[src/rtl/xram_pkg.sv]
package xram_pkg;

    parameter int HI_W   = 8;
    parameter int LO_W   = 8;
    parameter int DATA_W = 8;
    localparam int DEPTH = 1 << LO_W;

    localparam logic [HI_W-1:0] WIN_RESET  = 8'hF8;
    localparam logic [1:0]      MAP_RESET  = 2'b01;
    localparam logic [HI_W-1:0] PAGE_RESET = '0;

    // mapping bit positions
    localparam int MAP_OFF_BIT  = 0;
    localparam int MAP_SHOW_BIT = 1;

    typedef enum logic { ACC_POINTER = 1'b0, ACC_PAGED = 1'b1 } acc_kind_e;

    typedef struct packed {
        logic              valid;
        logic              wr;
        acc_kind_e         kind;
        logic [HI_W-1:0]   hi;
        logic [LO_W-1:0]   lo;
        logic [DATA_W-1:0] wdata;
    } access_t;

    typedef struct packed {
        logic hit;
        logic ram_we;
        logic ext_rd;
        logic ext_wr;
        logic bus_wd;
        logic bus_take;
    } route_t;

    // one-way clear of the off bit, free write of the show bit
    function automatic logic [1:0] map_update(input logic [1:0] cur,
                                              input logic [1:0] wv);
        logic [1:0] nx;
        nx[MAP_SHOW_BIT] = wv[MAP_SHOW_BIT];
        nx[MAP_OFF_BIT]  = cur[MAP_OFF_BIT] & wv[MAP_OFF_BIT];
        return nx;
    endfunction

    function automatic logic [HI_W-1:0] eff_high(input access_t a,
                                                 input logic [HI_W-1:0] page);
        return (a.kind == ACC_PAGED) ? page : a.hi;
    endfunction

endpackage

[src/rtl/xram_cfg_regs.sv]
module xram_cfg_regs
    import xram_pkg::*;
(
    input  logic            clk,
    input  logic            rst,
    input  logic            win_we,
    input  logic [HI_W-1:0] win_wdata,
    input  logic            map_we,
    input  logic [1:0]      map_wdata,
    input  logic            page_we,
    input  logic [HI_W-1:0] page_wdata,
    input  logic            p2_we,
    input  logic [HI_W-1:0] p2_wdata,
    output logic [HI_W-1:0] win_q,
    output logic [1:0]      map_q,
    output logic [HI_W-1:0] page_q
);

    always_ff @(posedge clk) begin
        if (rst) begin
            win_q <= WIN_RESET;
        end else if (win_we) begin
            win_q <= win_wdata;
        end
    end

    always_ff @(posedge clk) begin
        if (rst) begin
            map_q <= MAP_RESET;
        end else if (map_we) begin
            map_q <= map_update(map_q, map_wdata);
        end
    end

    // own strobe takes priority over the port-2 shadow copy
    always_ff @(posedge clk) begin
        if (rst) begin
            page_q <= PAGE_RESET;
        end else if (page_we) begin
            page_q <= page_wdata;
        end else if (p2_we) begin
            page_q <= p2_wdata;
        end
    end

endmodule

[src/rtl/xram_route.sv]
module xram_route
    import xram_pkg::*;
(
    input  access_t         acc,
    input  logic [HI_W-1:0] win,
    input  logic [HI_W-1:0] page,
    input  logic [1:0]      map,
    output route_t          rt
);

    logic enabled;
    logic match;

    always_comb begin
        enabled = ~map[MAP_OFF_BIT];
        match   = (eff_high(acc, page) == win);

        rt          = '0;
        rt.hit      = acc.valid & enabled & match;
        rt.ram_we   = rt.hit & acc.wr;
        rt.bus_wd   = acc.valid & acc.wr;
        rt.bus_take = acc.valid & ~acc.wr & ~rt.hit;
        if (acc.valid) begin
            if (!rt.hit || map[MAP_SHOW_BIT]) begin
                rt.ext_rd = ~acc.wr;
                rt.ext_wr = acc.wr;
            end
        end
    end

endmodule

[src/rtl/xram_array.sv]
module xram_array
    import xram_pkg::*;
(
    input  logic              clk,
    input  logic              we,
    input  logic              re,
    input  logic [LO_W-1:0]   addr,
    input  logic [DATA_W-1:0] wdata,
    output logic [DATA_W-1:0] rdata
);

    // storage deliberately carries no reset
    logic [DATA_W-1:0] mem [DEPTH];

    always_ff @(posedge clk) begin
        if (we) begin
            mem[addr] <= wdata;
        end
    end

    always_ff @(posedge clk) begin
        if (re) begin
            rdata <= mem[addr];
        end
    end

endmodule

[src/rtl/xram_decoder.sv]
module xram_decoder
    import xram_pkg::*;
(
    input  logic              clk,
    input  logic              rst,
    input  logic              acc_valid,
    input  logic              acc_wr,
    input  logic              acc_paged,
    input  logic [HI_W-1:0]   acc_hi,
    input  logic [LO_W-1:0]   acc_lo,
    input  logic [DATA_W-1:0] acc_wdata,
    input  logic              win_we,
    input  logic [HI_W-1:0]   win_wdata,
    input  logic              map_we,
    input  logic [1:0]        map_wdata,
    input  logic              page_we,
    input  logic [HI_W-1:0]   page_wdata,
    input  logic              p2_we,
    input  logic [HI_W-1:0]   p2_wdata,
    output logic [HI_W-1:0]   win_q,
    output logic [1:0]        map_q,
    output logic [HI_W-1:0]   page_q,
    output logic              xram_sel,
    output logic              xram_we,
    output logic              ext_rd_en,
    output logic              ext_wr_en,
    output logic              bus_wdata_en,
    output logic              bus_rdata_take,
    output logic              rd_hit,
    output logic [DATA_W-1:0] rdata
);

    access_t acc;
    route_t  rt;

    always_comb begin
        acc.valid = acc_valid;
        acc.wr    = acc_wr;
        acc.kind  = acc_paged ? ACC_PAGED : ACC_POINTER;
        acc.hi    = acc_hi;
        acc.lo    = acc_lo;
        acc.wdata = acc_wdata;
    end

    xram_cfg_regs u_cfg (
        .clk        (clk),
        .rst        (rst),
        .win_we     (win_we),
        .win_wdata  (win_wdata),
        .map_we     (map_we),
        .map_wdata  (map_wdata),
        .page_we    (page_we),
        .page_wdata (page_wdata),
        .p2_we      (p2_we),
        .p2_wdata   (p2_wdata),
        .win_q      (win_q),
        .map_q      (map_q),
        .page_q     (page_q)
    );

    xram_route u_route (
        .acc  (acc),
        .win  (win_q),
        .page (page_q),
        .map  (map_q),
        .rt   (rt)
    );

    xram_array u_array (
        .clk   (clk),
        .we    (rt.ram_we),
        .re    (rt.hit & ~acc.wr),
        .addr  (acc.lo),
        .wdata (acc.wdata),
        .rdata (rdata)
    );

    always_ff @(posedge clk) begin
        if (rst) begin
            rd_hit <= 1'b0;
        end else begin
            rd_hit <= rt.hit & ~acc.wr;
        end
    end

    assign xram_sel       = rt.hit;
    assign xram_we        = rt.ram_we;
    assign ext_rd_en      = rt.ext_rd;
    assign ext_wr_en      = rt.ext_wr;
    assign bus_wdata_en   = rt.bus_wd;
    assign bus_rdata_take = rt.bus_take;

endmodule

[config.mk]
export PLATFORM = sky130hd
export DESIGN_NAME = xram_decoder
export DESIGN_NICKNAME = d
export VERILOG_FILES = /design/src/rtl/xram_pkg.sv /design/src/rtl/xram_cfg_regs.sv /design/src/rtl/xram_route.sv /design/src/rtl/xram_array.sv /design/src/rtl/xram_decoder.sv
export SDC_FILE = /design/constraint.sdc
export NUM_CORES = 2
export LEC_CHECK = 0
export ABC_AREA = 1
export CAP_MARGIN = 10
export CORE_ASPECT_RATIO = 1.2
export CORE_MARGIN = 5
export CORE_UTILIZATION = 65
export DETAILED_ROUTE_END_ITERATION = 8
export DONT_BUFFER_PORTS = 1
export PLACE_DENSITY = 0.81
export SYNTH_ARGS = -nofsm -noshare
export SYNTH_HDL_FRONTEND = slang
export SYNTH_SLANG_ARGS = --single-unit
[constraint.sdc]
create_clock -name clk -period 6.8 [get_ports clk]
set_input_delay 0.68 -clock clk [delete_from_list [all_inputs] [get_ports clk]]
set_output_delay 0.68 -clock clk [all_outputs]
set_load 0.01 [all_outputs]
# Yosys cells after proc, flatten, opt, wreduce, memory -nomap -nowiden
# Memories as Yosys holds them, arrays and structs flattened. A register that Yosys moved wholly into a read port is not among the register bits.
# Index checks and enable logic that the tools add are counted.
op_classes:
  bitwise: 11
  mux: 8
  eq_ne: 1
  reduce_logical: 3
ops:
  columns: ["op", "n"]
  rows:
  - ["8-bit two-way mux", 3]
  - ["1-bit AND", 8]
  - ["8-bit == test", 1]
  - ["2-bit two-way mux", 2]
  - ["1-bit two-way mux", 3]
  - ["1-bit NOT", 3]
  - ["2-bit nonzero test", 1]
  - ["1-bit zero test", 1]
  - ["1-bit logical OR", 1]
totals:
  word_cells: 28
  output_inout_bits: 33
  memories: 1
  mem_bits_rw: 2048
  input_bits: 59
  regBits: 19
mem_list:
  columns: ["name", "depth", "width", "read_ports", "rd_clocked_by_memory_dff", "wr", "line", "text"]
  rows:
  - ["u_array.mem", 256, 8, 1, 1, 1, "xram_array.sv:13", "logic [DATA_W-1:0] mem [DEPTH];"]

# Logic depth before layout (Yosys ltp)
depth:
  ltp_word: 8
  mapped_depth: 15

# Hierarchy
# A second synthesis with hierarchy kept.
unflattened:
  cells_unflattened: 8203
  hier_area_um2: 86072.6
by_module_without_submodules:
  columns: ["mod", "cells_each", "n_inst", "area_per_inst_um2"]
  rows:
  - ["xram_array", 8021, 1, 84936.5]
  - ["xram_cfg_regs", 104, 1, 748.2]
  - ["xram_route", 73, 1, 347.8]
  - ["xram_decoder", 5, 1, 40.0]

# Worst setup path before layout
# Ideal clock, no wire load.
synth_path:
  kind: "in2reg"
  start: "in acc_paged"
  end: "mem u_array.mem[100][0] (enable)"
  required_ns: 6.430
  cell_stages: 10
  arrival_ns: 2.544
  setup_time_ns: 0.370
  slack_ns: 3.886
  path_buffers: 3
  path_cell_list: "buf_4 -> o21ai_0 -> o21ai_0 -> nor2_1 -> nand3_2 -> nor3_4 -> buf_8 -> nand3_4 -> buf_6 -> nor2_1"
synth_between:
  elab_chain_cells: 7
synth_lines:
  columns: ["item", "line", "text"]
  rows:
  - ["start, declared", "xram_decoder.sv:8", "input logic acc_paged,"]
  - ["1-bit two-way mux", "xram_decoder.sv:39", "acc.kind = acc_paged ? ACC_PAGED : ACC_POINTER;"]
  - ["8-bit two-way mux", "xram_pkg.sv:47", "return (a.kind == ACC_PAGED) ? page : a.hi;"]
  - ["8-bit == test", "xram_route.sv:16", "match = (eff_high(acc, page) == win);"]
  - ["1-bit AND", "xram_route.sv:19", "rt.hit = acc.valid & enabled & match;"]
  - ["1-bit AND", "xram_route.sv:20", "rt.ram_we = rt.hit & acc.wr;"]
  - ["named net xram_we", "xram_decoder.sv:24", "output logic xram_we,"]
  - ["1-bit two-way mux", "xram_array.sv:16", "if (we) begin"]
  - ["1-bit two-way mux (implied by the code)", "xram_array.sv:17", "mem[addr] <= wdata;"]
  - ["end, declared", "xram_array.sv:13", null]
# The timed path passes the listed nets, and every way through them passes these cells.

==> flow_summary.yaml <==
floorplanning:
  die-height_um: 408
  die_x_um: 341
  floorplan.initialDensity: 0.652
  coreArea_mm2: 0.132
  dieArea_mm2: 0.139
  placementRows: 146
  io_pins: 92
worst_hold_path:
  hold_start: "acc_wdata[4]"
  min_path_type: "in2reg"
timing:
  fin_tns_setup_ps: 0
  max_slew_margin: -1.65
  setup_viol_count_final: 0
  worst_slew_pin_slew_ps: 3970
  finalMaxSlewViolations: 720
  fin_worst_skew_ps: 29.0
  grt_setup_unrepaired: "no"
  fin_crit_ps: 5850
  fmax_mhz: 171
  hold_slack_ps: 43.3
  fin_crit_sh: 0.860
  hold_viol: 0
setup_path:
  reg2reg_slack_ps: 2290
  critical_path.startpoint: "acc_lo[0]"
  worstPathRequired_ps: 7500
  critPathLaunchType: "primary input"
  r2r_start: "u_cfg.page_q[6]"
  endpoint: "u_array.rdata[6]"
  path_max_fanout: 812
  arrival_ps: 6550
  crit_type: "in2reg"
  worst_setup_path_end_kind: "flip-flop"
  reg2reg_to: "u_array.mem[43][2]"
  r2r_cells: 8
final_layout:
  fill_cells: 8699
  fin_util: 0.706
  final-seq-area_mm2: 0.0621
  multi_input_area_mm2: 0.0218
  fin_area_mm2: 0.0929
  drive_gt1_frac: 0.0398
  layout.nets: 8023
  area_growth_pct: 8.37
power_and_ir_drop:
  peakVddDrop_v: 0.000210
  p_total_mw: 25.7
  power_density_mw_per_mm2: 276
  p_leak_nw: 36.7
clocking:
  ctsResizeCount: 0
  cts.htree.levels: 4
  postCtsHoldBufs: 22
  cts_tree: "yes"
  clock_sinks: 2075
  clk_latency_ps: 840
  cts_buffer_depth: 3
  clockRootBuffer: "clkbuf_16"
  cts_inserted_buffers: 188
  path_clk_slew_ps: 70
  post_cts_buffers: 0
logic_synthesis:
  avgSynthCellArea_um2: 10.5
  syn_nets: 8202
  syn_area_mm2: 0.0857
  ys_ff_latch: 2075
  yosysSeqAreaShare: 0.725
  yosysWarnings: 0
  synthDistinctLibCells: 25
  postSynthCellCount: 8143
detailed_routing:
  ant_nets: 0
  drc_errors: 0
  totalWireLength_um: 220000
  drt_iter0_markers: 7609
  vias: 57900
  wire_per_inst_um: 22.4
  drtPass1Iterations: 8
  vias_per_cell: 5.90
placement:
  port_buffers: 0
  place_congestion: 0.933
  dpl.hpwl_um: 116000
  dpl_cell_area_mm2: 0.0866
global_route:
  grt_pass1_vias: 56500
  grt_pass1_wl_um: 328000
  antenna_found_initial: 2
  grt_max_degree: 813
  grt_usage: 0.312
  gr-total-overflow: 0
outcome:
  violations: "max-slew violations"
  status: "finished with violations"
flow_run:
  drv_cap: 0
-- per-stage QoR --
step	worst slack, ps	instances
floorplan	3890	8143
global placement	2270	9453
detailed placement	2170	9453
CTS	2420	9818
global route	2150	9819
finish	950	9821
-- layer usage --
metal	global-route usage	share of wire	vias up	routed length [um]
met3	0.0624	0.11	615	24300
li1	-	-	26400	-
met4	0.155	0.054	0	11800
met1	0.404	0.36	27300	78700
met5	0	0	-	0
met2	0.511	0.48	3635	105000
-- synthesized netlist by cell type --
cell / number / area, um^2
nor4_1: 1 / 6.26
inv_1: 36 / 135
nand3_1: 197 / 986
nand3_2: 2 / 20.0
nand2_1: 4816 / 18100
nand3_4: 9 / 158
o22ai_1: 1 / 6.26
o211ai_1: 6 / 45.0
clkinv_1: 3 / 11.3
nor3_4: 1 / 16.3
o21ai_0: 173 / 866
buf_4: 1 / 7.51
nor3_1: 1 / 5.00
buf_8: 1 / 15.0
clkbuf_1: 373 / 1400
a21oi_1: 36 / 180
inv_2: 1 / 3.75
buf_1: 17 / 63.8
o2111ai_1: 1 / 8.76
buf_6: 10 / 113
nor2_1: 360 / 1350
edfxtp_1: 2056 / 61700
buf_2: 20 / 100
dfxtp_1: 19 / 380
xnor2_1: 2 / 17.5
-- final cells by class --
class | count | area share
clock inverter | 118 | 0.0116
inverter | 40 | 0.00186
sequential | 2075 | 0.669
antenna | 2 | 0.0000539
clock buffer | 225 | 0.0535
timing repair buffer | 53 | 0.00636
multi-input combinational | 5606 | 0.235
tap | 1702 | 0.0229
-- power breakdown --
part	internal [mW]	switching [mW]	leakage (nW)
clock network	5.95	4.54	2.96
logic	0.317	0.776	15.1
registers	14.1	0.0108	18.6
total	20.3	5.33	36.7
-- kinds of logic after synthesis --
logic type	Yosys count	synth area share
compound gates	217	0.0129
xor+xnor	2	0.000204
buf+inv	462	0.0216
flops	2075	0.725
simple gates	5387	0.241
-- layout by cell type, fill, tap and decap left out, drive strengths merged --
cell type	netlist	routed
a21oi	36	36
buf	49	34
bufinv	0	20
clkbuf	373	225
clkinv	3	88
clkinvlp	0	4
dfxtp	19	19
diode	0	2
dlygate4sd3	0	19
edfxtp	2056	2056
inv	37	46
nand2	4816	4816
nand3	208	208
nor2	360	360
nor3	2	2
nor4	1	1
o2111ai	1	1
o211ai	6	6
o21ai	173	173
o22ai	1	1
xnor2	2	2
-- flip-flops by register name, summed over array words and instances (netlist names) --
| signal | count |
|---|---|
| u_cfg.map_q | 2 |
| u_array.mem | 2048 |
| u_cfg.page_q | 8 |
| rd_hit | 1 |
| u_cfg.win_q | 8 |
| u_array.rdata | 8 |
-- worst max-delay path, cell delays in order --
cell and delay [ps]:
inv_8 1840, buf_12 570, nand2_1 130, nand2_1 140, nand2_1 70, nand2_1 90, nand2_1 100, nand2_1 180
o21ai_0 200, nand2_1 170, nor2_1 50, nor2_1 150, nor2_1 70, nand2_1 60
-- worst min-delay path by stage --
stage	endpoint	slack, ps	cells after the start
2_1_floorplan	u_cfg.map_q[0]	490	2
3_3_place_gp	u_cfg.win_q[7]	550	2
3_5_place_dp	u_cfg.win_q[7]	550	2
4_1_cts	u_array.mem[247][1]	2	0
5_1_grt	u_array.mem[7][4]	6	0
6_report	u_array.mem[7][4]	40	0
Power figures use the tool's default switching activity.
